**src/rtl/sync_pwm_pkg.sv**
```systemverilog
package sync_pwm_pkg;
  typedef enum logic [1:0] {
    SEL_PERIOD = 2'd0,
    SEL_DUTY   = 2'd1,
    SEL_OFFSET = 2'd2,
    SEL_MODE   = 2'd3
  } cfg_sel_e;
endpackage

```
**src/rtl/sync_pwm_edge.sv**
```systemverilog
module sync_pwm_edge #(
  parameter int STAGES = 2
) (
  input  logic clk_i,
  input  logic rst_ni,
  input  logic async_i,
  output logic pulse_o
);
  // stages 0..STAGES-1 synchronize, stage STAGES keeps previous level
  logic [STAGES:0] sync_q;

  always_ff @(posedge clk_i or negedge rst_ni) begin
    if (!rst_ni) sync_q <= '0;
    else         sync_q <= {sync_q[STAGES-1:0], async_i};
  end

  assign pulse_o = sync_q[STAGES-1] & ~sync_q[STAGES];
endmodule

```
**src/rtl/sync_pwm_status.sv**
```systemverilog
module sync_pwm_status (
  input  logic clk_i,
  input  logic rst_ni,
  input  logic event_i,
  input  logic rd_i,
  output logic flag_o
);
  logic flag_q;

  // event wins over a coincident read
  always_ff @(posedge clk_i or negedge rst_ni) begin
    if (!rst_ni)      flag_q <= 1'b0;
    else if (event_i) flag_q <= 1'b1;
    else if (rd_i)    flag_q <= 1'b0;
  end

  assign flag_o = flag_q;
endmodule

```
**src/rtl/sync_pwm_chan.sv**
```systemverilog
module sync_pwm_chan
  import sync_pwm_pkg::*;
#(
  parameter int CNT_W      = 16,
  parameter int SCALE_LOG2 = 5
) (
  input  logic             clk_i,
  input  logic             rst_ni,
  input  logic             we_i,
  input  cfg_sel_e         sel_i,
  input  logic [CNT_W-1:0] data_i,
  input  logic             sync_pulse_i,
  input  logic             en_i,
  output logic             pwm_o,
  output logic             hold_o,
  output logic             dzero_o,
  output logic             delay_o
);
  localparam int DLY_W = CNT_W + SCALE_LOG2;

  logic [CNT_W-1:0] period_q, duty_q, offset_q;
  logic             hold_q;
  logic [CNT_W-1:0] cnt_q;
  logic [DLY_W-1:0] dly_q;
  logic             in_delay_q;
  logic             pwm_q;
  logic             raw;
  logic             wrap;

  always_ff @(posedge clk_i or negedge rst_ni) begin
    if (!rst_ni) begin
      period_q <= '0;
      duty_q   <= '0;
      offset_q <= '0;
      hold_q   <= 1'b0;
    end else if (we_i) begin
      unique case (sel_i)
        SEL_PERIOD: period_q <= data_i;
        SEL_DUTY:   duty_q   <= data_i;
        SEL_OFFSET: offset_q <= data_i;
        SEL_MODE:   hold_q   <= |data_i;
        default:    ;
      endcase
    end
  end

  assign wrap = ({1'b0, cnt_q} + 1'b1) >= {1'b0, period_q};

  always_ff @(posedge clk_i or negedge rst_ni) begin
    if (!rst_ni) begin
      cnt_q      <= '0;
      dly_q      <= '0;
      in_delay_q <= 1'b0;
    end else if (sync_pulse_i) begin
      cnt_q <= '0;
      if (offset_q != '0) begin
        in_delay_q <= 1'b1;
        dly_q      <= {offset_q, {SCALE_LOG2{1'b0}}};
      end else begin
        in_delay_q <= 1'b0;
      end
    end else if (in_delay_q) begin
      if (dly_q == DLY_W'(1)) begin
        in_delay_q <= 1'b0;
        cnt_q      <= '0;
      end else begin
        dly_q <= dly_q - 1'b1;
      end
    end else begin
      cnt_q <= wrap ? '0 : cnt_q + 1'b1;
    end
  end

  always_comb begin
    if (in_delay_q || duty_q == '0) raw = 1'b0;
    else if (duty_q >= period_q)    raw = 1'b1;
    else                            raw = cnt_q < duty_q;
  end

  always_ff @(posedge clk_i or negedge rst_ni) begin
    if (!rst_ni)     pwm_q <= 1'b0;
    else if (en_i)   pwm_q <= raw;
    else if (!hold_q) pwm_q <= 1'b0;
  end

  assign pwm_o   = pwm_q;
  assign hold_o  = hold_q;
  assign dzero_o = duty_q == '0;
  assign delay_o = in_delay_q;
endmodule

```
**src/rtl/sync_pwm_top.sv**
```systemverilog
module sync_pwm_top
  import sync_pwm_pkg::*;
#(
  parameter int NUM_CH     = 4,
  parameter int CNT_W      = 16,
  parameter int SCALE_LOG2 = 5,
  parameter int SYNC_STG   = 2,
  localparam int CH_W      = (NUM_CH > 1) ? $clog2(NUM_CH) : 1
) (
  input  logic              clk_i,
  input  logic              rst_ni,
  input  logic              en_i,
  input  logic              sync_i,
  input  logic              cfg_we_i,
  input  logic [CH_W-1:0]   cfg_ch_i,
  input  logic [1:0]        cfg_sel_i,
  input  logic [CNT_W-1:0]  cfg_data_i,
  input  logic              stat_rd_i,
  output logic              stat_sync_o,
  output logic [NUM_CH-1:0] pwm_o
);
  logic              sync_pulse;
  logic [NUM_CH-1:0] hold_v, dzero_v, delay_v;
  cfg_sel_e          sel;

  assign sel = cfg_sel_e'(cfg_sel_i);

  sync_pwm_edge #(.STAGES(SYNC_STG)) u_edge (
    .clk_i   (clk_i),
    .rst_ni  (rst_ni),
    .async_i (sync_i),
    .pulse_o (sync_pulse)
  );

  sync_pwm_status u_status (
    .clk_i   (clk_i),
    .rst_ni  (rst_ni),
    .event_i (sync_pulse),
    .rd_i    (stat_rd_i),
    .flag_o  (stat_sync_o)
  );

  for (genvar i = 0; i < NUM_CH; i++) begin : g_ch
    logic we;
    assign we = cfg_we_i && (cfg_ch_i == CH_W'(i));

    sync_pwm_chan #(.CNT_W(CNT_W), .SCALE_LOG2(SCALE_LOG2)) u_chan (
      .clk_i        (clk_i),
      .rst_ni       (rst_ni),
      .we_i         (we),
      .sel_i        (sel),
      .data_i       (cfg_data_i),
      .sync_pulse_i (sync_pulse),
      .en_i         (en_i),
      .pwm_o        (pwm_o[i]),
      .hold_o       (hold_v[i]),
      .dzero_o      (dzero_v[i]),
      .delay_o      (delay_v[i])
    );
  end
endmodule

```
**config.mk**
```make
export PLATFORM = sky130hd
export DESIGN_NAME = sync_pwm_top
export DESIGN_NICKNAME = d
export VERILOG_FILES = /design/src/rtl/sync_pwm_pkg.sv /design/src/rtl/sync_pwm_edge.sv /design/src/rtl/sync_pwm_status.sv /design/src/rtl/sync_pwm_chan.sv /design/src/rtl/sync_pwm_top.sv
export SDC_FILE = /design/constraint.sdc
export NUM_CORES = 1
export LEC_CHECK = 0
export ABC_AREA = 1
export BUFFER_PORTS_ARGS = -buffer_cell sky130_fd_sc_hd__buf_2
export CORE_UTILIZATION = 30
export CTS_CLUSTER_DIAMETER = 100
export DETAILED_ROUTE_END_ITERATION = 16
export HOLD_SLACK_MARGIN = 0.03
export PLACE_DENSITY = 0.55
export SYNTH_ARGS = -nofsm -noshare
export SYNTH_HDL_FRONTEND = slang
export SYNTH_SLANG_ARGS = --single-unit
```
**constraint.sdc**
```tcl
create_clock -name clk_i -period 3.95 [get_ports clk_i]
set_clock_uncertainty 0.1 [all_clocks]
set_input_delay 0.395 -clock clk_i [delete_from_list [all_inputs] [get_ports clk_i]]
set_output_delay 0.395 -clock clk_i [all_outputs]
set_load 0.05 [all_outputs]
```
==> flow_metrics.py <==
metrics = {
    "final_layout": {
        "final_common_cell": "nand2_1",
        "final_util_pct": 34.0,
        "layout-drive-gt1-share_pct": 6.44,
        "area_growth_pct": 11.7,
        "fillerInstances": 8129,
        "multiInputGateArea_um2": 12200,
        "final-seq-area_um2": 8910,
        "finalNetCount": 3438,
        "final_cell_mix": "935 x nand2_1, 408 x inv_1, 356 x dfrtp_1",
    },
    "detailed_routing": {
        "avgViaCountPerCell": 4.69,
        "ant_nets": 0,
        "vias": 20100,
        "route.detailed.drc": 0,
        "routed_wl_mm": 63.5,
        "detail_route.wl_per_cell_um": 14.8,
        "drt_iter0_drc": 1561,
        "firstDrtPassIters": 5,
    },
    "status": {
        "run_status": "finished, final reports clean",
    },
    "synth": {
        "yosysWarnings": 0,
        "yosys_most_used_dff": "dfrtp_1",
        "synth_simple_gate_area_share_pct": 29.7,
        "muxShareOfSynthArea_pct": 0.0432,
        "synthArstFlopShare_pct": 100,
        "synthAdderAreaFrac_pct": 10.8,
        "synthCells": 3209,
        "synth_top_family_by_area": "simple AND/OR/NAND/NOR gates",
        "synth_edf_count": 0,
        "syn_area_per_cell_um2": 7.22,
        "synth-seq-cells": 356,
        "synthesis.area_um2": 23200,
        "synth.distinct_cells": 49,
        "syn-num-nets": 3435,
        "synth_seq_area_share_pct": 38.4,
        "synth_xor_area_share_pct": 1.96,
        "synth-compound-area-share_pct": 10.0,
    },
    "clocking": {
        "cts.reportedPaths.clkPinSlew_ns": 0.06,
        "cts.path.max_buffers": 3,
        "cts_buffers": 43,
        "htree_levels": 2,
        "cts_tree": "done",
        "ctsResizeCount": 0,
        "cts_setup_buffers": 0,
        "insertion_delay_ns": 0.57,
        "cts_root_buf": "clkbuf_16",
        "cts.sinks": 356,
    },
    "power": {
        "p_sw_uw": 5350,
        "intPower_uw": 8640,
        "seqPwrFrac_pct": 37.9,
        "pwr-share-comb_pct": 32.2,
        "vdd_drop_max_mv": 0.315,
        "power_density_nw_per_um2": 540,
        "power.share.clock_pct": 29.8,
        "p_leak_uw": 0.0134,
        "swShare_pct": 38.3,
        "fin_total_pwr_uw": 14000,
    },
    "worst_setup_path": {
        "end_kind": "register",
        "startpoint_type": "register",
        "cp_max_fo": 16,
        "worstPathCellList": "ha_1, nand2_1, nor2_2, nand2_1, nor2_1, xor2_1, inv_1, ha_1, nand2_1, nor2_1, nand4_1, nand2_1, nand2_1, nand2_1, nor2_1, nand3_1, nand2_1",
        "cp_data_arrival_time_ns": 3.94,
        "critPathKind": "register to register",
        "cpMaxStageDelayCell": "nor2_1",
        "max_stage_delay_ns": 0.88,
        "cp.required_ns": 4.35,
        "cp_common_cell": "nand2_1",
    },
    "timing": {
        "worst_pin_slew_ns": 1.33,
        "slew_violations": 0,
        "grt_setup_unrepaired": "false",
        "setup_violations": 0,
        "max_freq_mhz": 282,
        "timing.slew.headroom_pct": 10.3,
        "hold_viol_final": 0,
        "finalSetupTns_ns": 0,
        "fin_crit_sh_pct": 89.8,
        "fin_crit_ns": 3.55,
    },
    "grt": {
        "grt_pass1_wl_mm": 105,
        "grt_max_degree": 104,
        "antenna_found_initial": 8,
        "grt_use_total_pct": 16.7,
        "grt_overflow": 0,
        "grt_pass1_vias": 19400,
    },
    "placement": {
        "numPortBuffers": 30,
        "globalplace.congestion": 0.839,
        "dp_hpwl_mm": 44.7,
    },
    "job": {
        "drv_cap": 0,
    },
    "floorplan": {
        "rows": 101,
        "die_width_um": 280,
        "core_um2": 76200,
        "die_h_um": 280,
        "dieArea_um2": 78400,
        "ios": 31,
        "initial_core_util_pct": 30.4,
    },
    "min_path": {
        "hold_class": "primary input to register",
    },
}
## critical path, delay by kind of cell, from the launching register on
kind / cells / cell delay, ns
simple gates: 13 / 2.13
xor+xnor: 1 / 0.22
buf+inv: 1 / 0.07
fa+ha+maj: 2 / 0.51
flops: 1 / 0.44
## layer usage
layer | vias to the layer above | global-route usage, % | part of all wire (%)
li1 | 10300 | - | -
met1 | 9381 | 23.2 | 49
met2 | 320 | 26.7 | 44
met3 | 80 | 2.36 | 4.7
met4 | 4 | 4.79 | 2.4
met5 | - | 0 | 0.036
## final cells by class
type / instances / area share [%]
clock inverter: 21 / 1.00
sequential: 356 / 34.4
clock buffer: 56 / 4.70
tap: 1030 / 4.98
timing repair buffer: 64 / 1.78
multi-input combinational: 2330 / 47.1
antenna: 3 / 0.0290
inverter: 417 / 6.05
## synthesized netlist by cell type (3+ instances only)
cell / count / area, um^2
o211ai_1: 3 / 22.5
or2_0: 3 / 18.8
nand3_2: 6 / 60.1
nor2_4: 5 / 56.3
a21oi_1: 89 / 445
clkbuf_1: 59 / 221
buf_2: 25 / 125
buf_1: 4 / 15.0
nor3_1: 37 / 185
nor2_2: 12 / 75.1
inv_1: 408 / 1530
o211ai_2: 6 / 75.1
o21ai_0: 276 / 1380
nand2_1: 935 / 3510
nor4_1: 9 / 56.3
o21bai_1: 5 / 37.5
nor2_1: 343 / 1290
nand2_2: 8 / 50.1
o22ai_1: 5 / 31.3
o21ai_1: 20 / 100
dfrtp_1: 356 / 8910
xor2_1: 43 / 377
inv_2: 8 / 30.0
buf_6: 6 / 67.6
buf_4: 11 / 82.6
xnor2_1: 9 / 78.8
o21ai_2: 9 / 78.8
o21a_1: 4 / 30.0
nand3_1: 190 / 951
nand4_1: 64 / 400
a31oi_1: 6 / 37.5
or2_2: 16 / 100
ha_1: 200 / 2500
a21boi_0: 3 / 22.5
a21o_1: 6 / 45.0
nand3b_1: 3 / 22.5
## kinds of logic (layout without fill, tap and decap cells)
family	count (synthesis)	count (layout)
muxes	1	1
and+or+nand+nor	1642	1642
adders and majority gates	200	200
other	0	3
buffers and inverters	523	558
xor gates and xnor gates	52	52
DFF	356	356
AOI/OAI and AO/OA	435	435
## sequential cells by signal (all words and copies together) (netlist names)
signal,cells
g_ch.u_chan.dly_q,84
g_ch.u_chan.delay_o,4
g_ch.u_chan.pwm_o,4
u_edge.sync_q,3
g_ch.u_chan.cnt_q,64
g_ch.u_chan.duty_q,64
g_ch.u_chan.period_q,64
u_status.flag_o,1
g_ch.u_chan.offset_q,64
g_ch.u_chan.hold_o,4
## power groups by stage
stage / combinational, uW / clock, uW / sequential [uW]
2_1_floorplan: 3520 / 0 / 5110
3_3_place_gp: 4470 / 0 / 5350
3_5_place_dp: 4530 / 0 / 5350
4_1_cts: 4560 / 4290 / 5300
5_1_grt: 5350 / 4430 / 5450
6_report: 4510 / 4180 / 5310
## path summary, 6_finish.rpt
path / cells after the start / startpoint / end / slack (ns)
worst min register to register: 0 / u_edge.sync_q[1]$_DFF_PN0_ / u_edge.sync_q[2]$_DFF_PN0_ / 0.28
min in group asynchronous: 2 / rst_ni / g_ch[0].u_chan.cnt_q[11]$_DFFE_PN0P_ / 0.40
worst min-delay path: 3 / cfg_we_i / g_ch[0].u_chan.hold_o$_DFFE_PN0P_ / 0.13
worst max-delay path: 17 / g_ch[1].u_chan.cnt_q[0]$_DFFE_PN0P_ / g_ch[1].u_chan.cnt_q[12]$_DFFE_PN0P_ / 0.40
worst max register to register: 17 / g_ch[1].u_chan.cnt_q[0]$_DFFE_PN0P_ / g_ch[1].u_chan.cnt_q[12]$_DFFE_PN0P_ / 0.40
max in group asynchronous: 3 / rst_ni / g_ch[1].u_chan.duty_q[10]$_DFFE_PN0P_ / 2.41
## timing repair
action	4_1_cts	5_1_grt
setup endpoints to repair	0	0
hold endpoints to repair	97	0
hold buffers	3	0
## per-stage QoR
stage	area [um^2]	setup WS (ns)	hold WS [ns]	instances
after floorplan	23200	1.29	-0.000591	3209
after CTS	25900	0.448	0.0888	4274
after detailed placement	24400	0.472	0.265	4194
final	25900	0.405	0.127	4277
after global routing	25900	0.220	0.129	4275
after global placement	24400	0.508	0.259	4194
No activity file was read; power rests on OpenSTA's default activity.
